## config.mk

```make
export PLATFORM = sky130hd
export DESIGN_NAME = page_walker
export DESIGN_NICKNAME = d
export VERILOG_FILES = /design/src/rtl/page_walker_pkg.sv /design/src/rtl/page_walker_ctrl.sv /design/src/rtl/page_walker_dp.sv /design/src/rtl/page_walker.sv
export SDC_FILE = /design/constraint.sdc
export NUM_CORES = 1
export LEC_CHECK = 0
export BUFFER_PORTS_ARGS = -buffer_cell sky130_fd_sc_hd__buf_2
export CORE_ASPECT_RATIO = 1.5
export CORE_UTILIZATION = 55
export DETAILED_ROUTE_END_ITERATION = 6
export GPL_TIMING_DRIVEN = 0
export MAX_ROUTING_LAYER = met4
export PLACE_DENSITY_LB_ADDON = 0.1
export SYNTH_ARGS = -nofsm -noshare
export SYNTH_HDL_FRONTEND = slang
export SYNTH_SLANG_ARGS = --single-unit
export TNS_END_PERCENT = 100
```

## constraint.sdc

```tcl
create_clock -name clk -period 5.15 [get_ports clk]
set_input_delay 0.2575 -clock clk [delete_from_list [all_inputs] [get_ports clk]]
set_output_delay 0.2575 -clock clk [all_outputs]
set_load 0.005 [all_outputs]
```

## src/rtl/page_walker_pkg.sv

```systemverilog
package page_walker_pkg;

  typedef enum logic [1:0] {
    ST_IDLE,
    ST_REQ,
    ST_WAIT
  } walkState_t;

  // Strobes from control to datapath
  typedef struct packed {
    logic load;     // capture address and root, restart at level 0
    logic advance;  // follow the entry to the next level
    logic finish;   // latch the result of the walk
  } walkStrobes_t;

endpackage

```

## src/rtl/page_walker_ctrl.sv

```systemverilog
module page_walker_ctrl
  import page_walker_pkg::*;
(
  input  logic         clk,
  input  logic         rstN,
  input  logic         start,
  input  logic         memReqReady,
  input  logic         memRspValid,
  input  logic         lastLevel,
  input  logic         entryPresent,
  output walkStrobes_t strb,
  output logic         memReqValid,
  output logic         busy,
  output logic         done
);

  walkState_t stateQ, stateD;
  logic doneQ;

  always_comb begin
    stateD = stateQ;
    strb   = '0;
    unique case (stateQ)
      ST_IDLE: begin
        if (start) begin
          strb.load = 1'b1;
          stateD    = ST_REQ;
        end
      end
      ST_REQ: begin
        if (memReqReady) stateD = ST_WAIT;
      end
      ST_WAIT: begin
        if (memRspValid) begin
          if (!entryPresent || lastLevel) begin
            strb.finish = 1'b1;
            stateD      = ST_IDLE;
          end else begin
            strb.advance = 1'b1;
            stateD       = ST_REQ;
          end
        end
      end
      default: stateD = ST_IDLE;
    endcase
  end

  always_ff @(posedge clk or negedge rstN) begin
    if (!rstN) begin
      stateQ <= ST_IDLE;
      doneQ  <= 1'b0;
    end else begin
      stateQ <= stateD;
      doneQ  <= strb.finish;
    end
  end

  assign memReqValid = (stateQ == ST_REQ);
  assign busy        = (stateQ != ST_IDLE);
  assign done        = doneQ;

endmodule

```

## src/rtl/page_walker_dp.sv

```systemverilog
module page_walker_dp
  import page_walker_pkg::*;
#(
  parameter int VA_W    = 64,
  parameter int PAGE_W  = 12,
  parameter int IDX_W   = 10,
  parameter int PTE_W   = 32,
  parameter int PA_W    = 32,
  parameter int LEVELS  = 6,
  parameter int LVL_W   = 3,
  parameter int FRAME_W = 20
) (
  input  logic               clk,
  input  logic               rstN,
  input  walkStrobes_t       strb,
  input  logic [VA_W-1:0]    vaddr,
  input  logic [PA_W-1:0]    rootBase,
  input  logic [PTE_W-1:0]   memRspData,
  output logic [PA_W-1:0]    memReqAddr,
  output logic               lastLevel,
  output logic               entryPresent,
  output logic               fault,
  output logic [FRAME_W-1:0] frame
);

  localparam int VPN_W    = VA_W - PAGE_W;
  localparam int PAD_W    = LEVELS * IDX_W;
  localparam int ENTRY_SH = $clog2(PTE_W / 8);

  logic [PAD_W-1:0]   vpnQ;
  logic [PA_W-1:0]    baseQ;
  logic [LVL_W-1:0]   levelQ;
  logic               faultQ;
  logic [FRAME_W-1:0] frameQ;

  logic [IDX_W-1:0]   idxArr [LEVELS];
  logic [IDX_W-1:0]   curIdx;
  logic [FRAME_W-1:0] entryFrame;
  logic [PA_W-1:0]    nextBase;

  // Bits that play no part in translation
  logic unusedBits;
  assign unusedBits = ^{vaddr[PAGE_W-1:0], memRspData[PAGE_W-1:1]};

  // One index field per level, most significant level first
  for (genvar l = 0; l < LEVELS; l++) begin : g_idx
    assign idxArr[l] = vpnQ[(LEVELS-1-l)*IDX_W +: IDX_W];
  end

  assign curIdx       = idxArr[levelQ];
  assign memReqAddr   = baseQ + (PA_W'(curIdx) << ENTRY_SH);
  assign lastLevel    = (levelQ == LVL_W'(LEVELS-1));
  assign entryPresent = memRspData[0];
  assign entryFrame   = memRspData[PAGE_W +: FRAME_W];
  assign nextBase     = {entryFrame, {PAGE_W{1'b0}}};

  always_ff @(posedge clk or negedge rstN) begin
    if (!rstN) begin
      vpnQ   <= '0;
      baseQ  <= '0;
      levelQ <= '0;
      faultQ <= 1'b0;
      frameQ <= '0;
    end else begin
      if (strb.load) begin
        vpnQ   <= PAD_W'(vaddr[VA_W-1:VA_W-VPN_W]);
        baseQ  <= rootBase;
        levelQ <= '0;
      end
      if (strb.advance) begin
        baseQ  <= nextBase;
        levelQ <= levelQ + 1'b1;
      end
      if (strb.finish) begin
        faultQ <= !entryPresent;
        frameQ <= entryPresent ? entryFrame : '0;
      end
    end
  end

  assign fault = faultQ;
  assign frame = frameQ;

endmodule

```

## src/rtl/page_walker.sv

```systemverilog
module page_walker
  import page_walker_pkg::*;
#(
  parameter int VA_W   = 64,
  parameter int PAGE_W = 12,
  parameter int IDX_W  = 10,
  parameter int PTE_W  = 32,
  parameter int PA_W   = 32,
  localparam int LEVELS  = (VA_W - PAGE_W + IDX_W - 1) / IDX_W,
  localparam int LVL_W   = (LEVELS > 1) ? $clog2(LEVELS) : 1,
  localparam int FRAME_W = PA_W - PAGE_W
) (
  input  logic               clk,
  input  logic               rstN,
  input  logic               start,
  input  logic [VA_W-1:0]    vaddr,
  input  logic [PA_W-1:0]    rootBase,
  output logic               busy,
  output logic               done,
  output logic               fault,
  output logic [FRAME_W-1:0] frame,
  output logic               memReqValid,
  input  logic               memReqReady,
  output logic [PA_W-1:0]    memReqAddr,
  input  logic               memRspValid,
  input  logic [PTE_W-1:0]   memRspData
);

  walkStrobes_t strb;
  logic lastLevel;
  logic entryPresent;

  page_walker_ctrl u_ctrl (
    .clk          (clk),
    .rstN         (rstN),
    .start        (start),
    .memReqReady  (memReqReady),
    .memRspValid  (memRspValid),
    .lastLevel    (lastLevel),
    .entryPresent (entryPresent),
    .strb         (strb),
    .memReqValid  (memReqValid),
    .busy         (busy),
    .done         (done)
  );

  page_walker_dp #(
    .VA_W    (VA_W),
    .PAGE_W  (PAGE_W),
    .IDX_W   (IDX_W),
    .PTE_W   (PTE_W),
    .PA_W    (PA_W),
    .LEVELS  (LEVELS),
    .LVL_W   (LVL_W),
    .FRAME_W (FRAME_W)
  ) u_dp (
    .clk          (clk),
    .rstN         (rstN),
    .strb         (strb),
    .vaddr        (vaddr),
    .rootBase     (rootBase),
    .memRspData   (memRspData),
    .memReqAddr   (memReqAddr),
    .lastLevel    (lastLevel),
    .entryPresent (entryPresent),
    .fault        (fault),
    .frame        (frame)
  );

endmodule

```

==> flow_metrics.env <==
export IMPL_status="finished with violations"
export IMPL_violations="hold timing"
export IMPL_hold_worst_slack_ns=-0.00246
export IMPL_final_cell_mix="282 x nand2_1, 176 x buf_2, 111 x dfrtp_1"
export IMPL_finalMaxSlewViolations=0
export IMPL_muxShareOfSynthArea=0.0428
export IMPL_setup_violations=0
export IMPL_max_cap_violations=0
export IMPL_htreeDepth=3
export IMPL_synth_area_top_cells="dfrtp_1 49%, nand2_1 19%, a22oi_1 3.6%"
export IMPL_yosysTopAreaCell="dfrtp_1"
export IMPL_fmax_mhz=247
export IMPL_p_leak_nw=3.77
export IMPL_fin_crit_ns=4.05
export IMPL_end_kind="output port"
export IMPL_grt_max_degree=66
export IMPL_synth_cell_type_count=46
export IMPL_synthAdderAreaFrac=0.0298
export IMPL_vias=5237
export IMPL_hold_viol=4
export IMPL_clock_path_buffers=2
export IMPL_startpoint_type="flip-flop"
export IMPL_cts_buffers=9
export IMPL_criticalPathCategory="reg2out"
export IMPL_grt_usage=0.291
export IMPL_layout_nets=991
export IMPL_synth_xor_area_frac=0.0430
export IMPL_crit_fanout=10
export IMPL_post_cts_buffers=0
export IMPL_dieArea_um2=10800
export IMPL_critPathRequiredTime_ns=4.89
export IMPL_routabilityCongestion=0.880
export IMPL_synth_top_flop_cell="dfrtp_1"
export IMPL_crit_chain="clkbuf_1 -> buf_2 -> mux2i_1 -> o21ai_0 -> ha_1 -> inv_1 -> fa_1 -> nand2b_1 -> a21oi_2 -> o2111ai_2 -> a211oi_1 -> xor2_1 -> buf_2"
export IMPL_tightest_slew_ns=0.832
export IMPL_ios=189
export IMPL_antenna_cells=0
export IMPL_wl_um=14700
export IMPL_skew_ns=0.00627
export IMPL_drc=0
export IMPL_areaGrowthSynthToFinish_pct=22.6
export IMPL_routed_via_density=5.42
export IMPL_arrival_ns=3.79
export IMPL_antenna_found_initial=0
export IMPL_avgRoutedWirePerCell_um=15.2
export IMPL_synth_simple_area_share=0.248
export IMPL_overflow=0
export IMPL_cp_slowest_stage_delay_ns=0.39
export IMPL_grt_pass1_wl_um=23600
export IMPL_final_common_cell="nand2_1"
export IMPL_avgSynthCellArea_um2=8.54
export IMPL_nFillCells=873
export IMPL_cts_tree="yes"
export IMPL_ant_nets=0
export IMPL_pwr_density_cell_nw_per_um2=538
export IMPL_synth_edf_count=0
export IMPL_ir_worst_vdd_uv=317
export IMPL_seq_area_um2=2780
export IMPL_fin_crit_sh=0.786
export IMPL_ctsRootBufferMaster="clkbuf_16"
export IMPL_first_pass_iters=5
export IMPL_start_util=0.566
export IMPL_setup_tns_ns=0
export IMPL_hold_path_class="in2async"
export IMPL_grt_pass1_vias=5171
export IMPL_slew_headroom=0.445
export IMPL_multi_input_area_um2=2700
export IMPL_synth_warnings=0
export IMPL_rows=45
export IMPL_die_h_um=127
export IMPL_synth_compound_area_share=0.110
export IMPL_drtIter0Drc=238
export IMPL_portBuffers=165
export IMPL_synth_top_family_by_area="simple AND/OR/NAND/NOR gates"
export IMPL_die_x_um=85.1
export IMPL_rsz0062_at_grt="false"
export IMPL_path_buf_inv=4
export IMPL_ys_seq_area_frac=0.487
export IMPL_yosys_area_top_type_share=0.487
export IMPL_cts_sinks=111
export IMPL_core_area_um2=10100
export IMPL_critPathTopFamily="compound AO/OA/AOI/OAI gates"
export IMPL_async_flop_share=1.00
export IMPL_synth_cells=668
export IMPL_synth_seq_cells=111
export IMPL_layout_drive_gt1_share=0.249
export IMPL_netlist_area_um2=5700
export IMPL_cts_hold_buf=0
export IMPL_ctsResizeCount=0
export IMPL_synth_fp_nets=814
export IMPL_crit_slowest_cell="fa_1"
export IMPL_path_common_cell="buf_2"
export IMPL_clkSlewWorstSetupHoldPaths_ns=0.07
export IMPL_clock_latency_ns=0.35
export IMPL_dpl_hpwl_um=11300
[layer usage]
metal | global-route usage | wire length [µm] | up-vias
met2 | 0.500 | 7720 | 181
li1 | - | - | 2549
met1 | 0.334 | 5640 | 2464
met3 | 0.0358 | 709 | 43
met4 | 0.144 | 592 | 0
met5 | - | 0 | -
[per-stage QoR]
step           power [W]  utilization  std cells  cell area (µm²)  setup slack (ns)
2_1_floorplan    0.00247            -        668             5700              2.08
3_3_place_gp     0.00303        0.662        950             6670              1.53
3_5_place_dp     0.00309        0.665        951             6700              1.48
4_1_cts          0.00377        0.694        967             6990              1.11
5_1_grt          0.00404        0.694        967             6990             0.783
6_report         0.00376        0.694        967             6990              1.10
[area by class of cell]
class | count | area share
inverter | 13 | 0.00698
clock buffer | 14 | 0.0392
clock inverter | 2 | 0.00197
multi-input combinational | 506 | 0.387
tap | 117 | 0.0209
timing repair buffer | 166 | 0.122
sequential | 111 | 0.397
buffer | 38 | 0.0247
[sequential cells by signal, indices dropped and copies added, names as in the netlist]
name / count
u_dp.baseQ: 32
u_dp.levelQ: 3
u_dp.idxArr: 52
u_ctrl.done: 1
u_ctrl.stateQ: 2
u_dp.fault: 1
u_dp.frame: 20
[cells in the mapped netlist (2+ instances only)]
master	n
nand2_1	282
dfrtp_1	111
a21oi_1	33
nand3_1	30
a22oi_1	27
clkbuf_1	19
xor2_1	17
nor2_1	15
inv_1	13
buf_2	12
ha_1	12
mux2i_1	12
xnor2_1	11
o21ai_0	10
o22ai_1	8
mux2_2	7
buf_1	4
nand2b_1	4
nor2b_1	3
a211oi_2	2
a21boi_0	2
a21boi_1	2
a21o_1	2
and2_1	2
and3_4	2
buf_4	2
mux4_2	2
nand4_1	2
o221ai_1	2
or3_1	2
[final timing paths]
kind	startpoint	end	slack, ns	cells past startpoint
worst max-delay path	u_dp.levelQ[0]	memReqAddr[20]	1.10	13
worst min-delay path	rstN	u_dp.frame[8]	-0.002	1
worst max register to register	u_dp.levelQ[1]	u_dp.baseQ[23]	3.08	8
worst min register to register	u_dp.frame[7]	u_dp.frame[7]	0.46	2
max in group asynchronous	rstN	u_dp.frame[12]	4.44	2
min in group clk	vaddr[32]	u_dp.idxArr[20]	0.09	3
[cells by family (layout without fill, tap and decap cells)]
group / Yosys count / count (layout)
flip-flops: 111 / 111
AND/OR/NAND/NOR: 348 / 348
multiplexers: 21 / 21
XOR/XNOR: 28 / 28
buffers and inverters: 51 / 233
adder cells (fa/ha/maj): 13 / 13
AO/OA/AOI/OAI: 96 / 96
[where the power goes]
part	internal, W	switching (W)	leakage, nW	total [W]
clock network	0.000369	0.000306	0.143	0.000675
registers	0.00125	0.000270	1.40	0.00152
logic	0.000676	0.000891	2.23	0.00157
No activity file was read; power rests on OpenSTA's default activity.
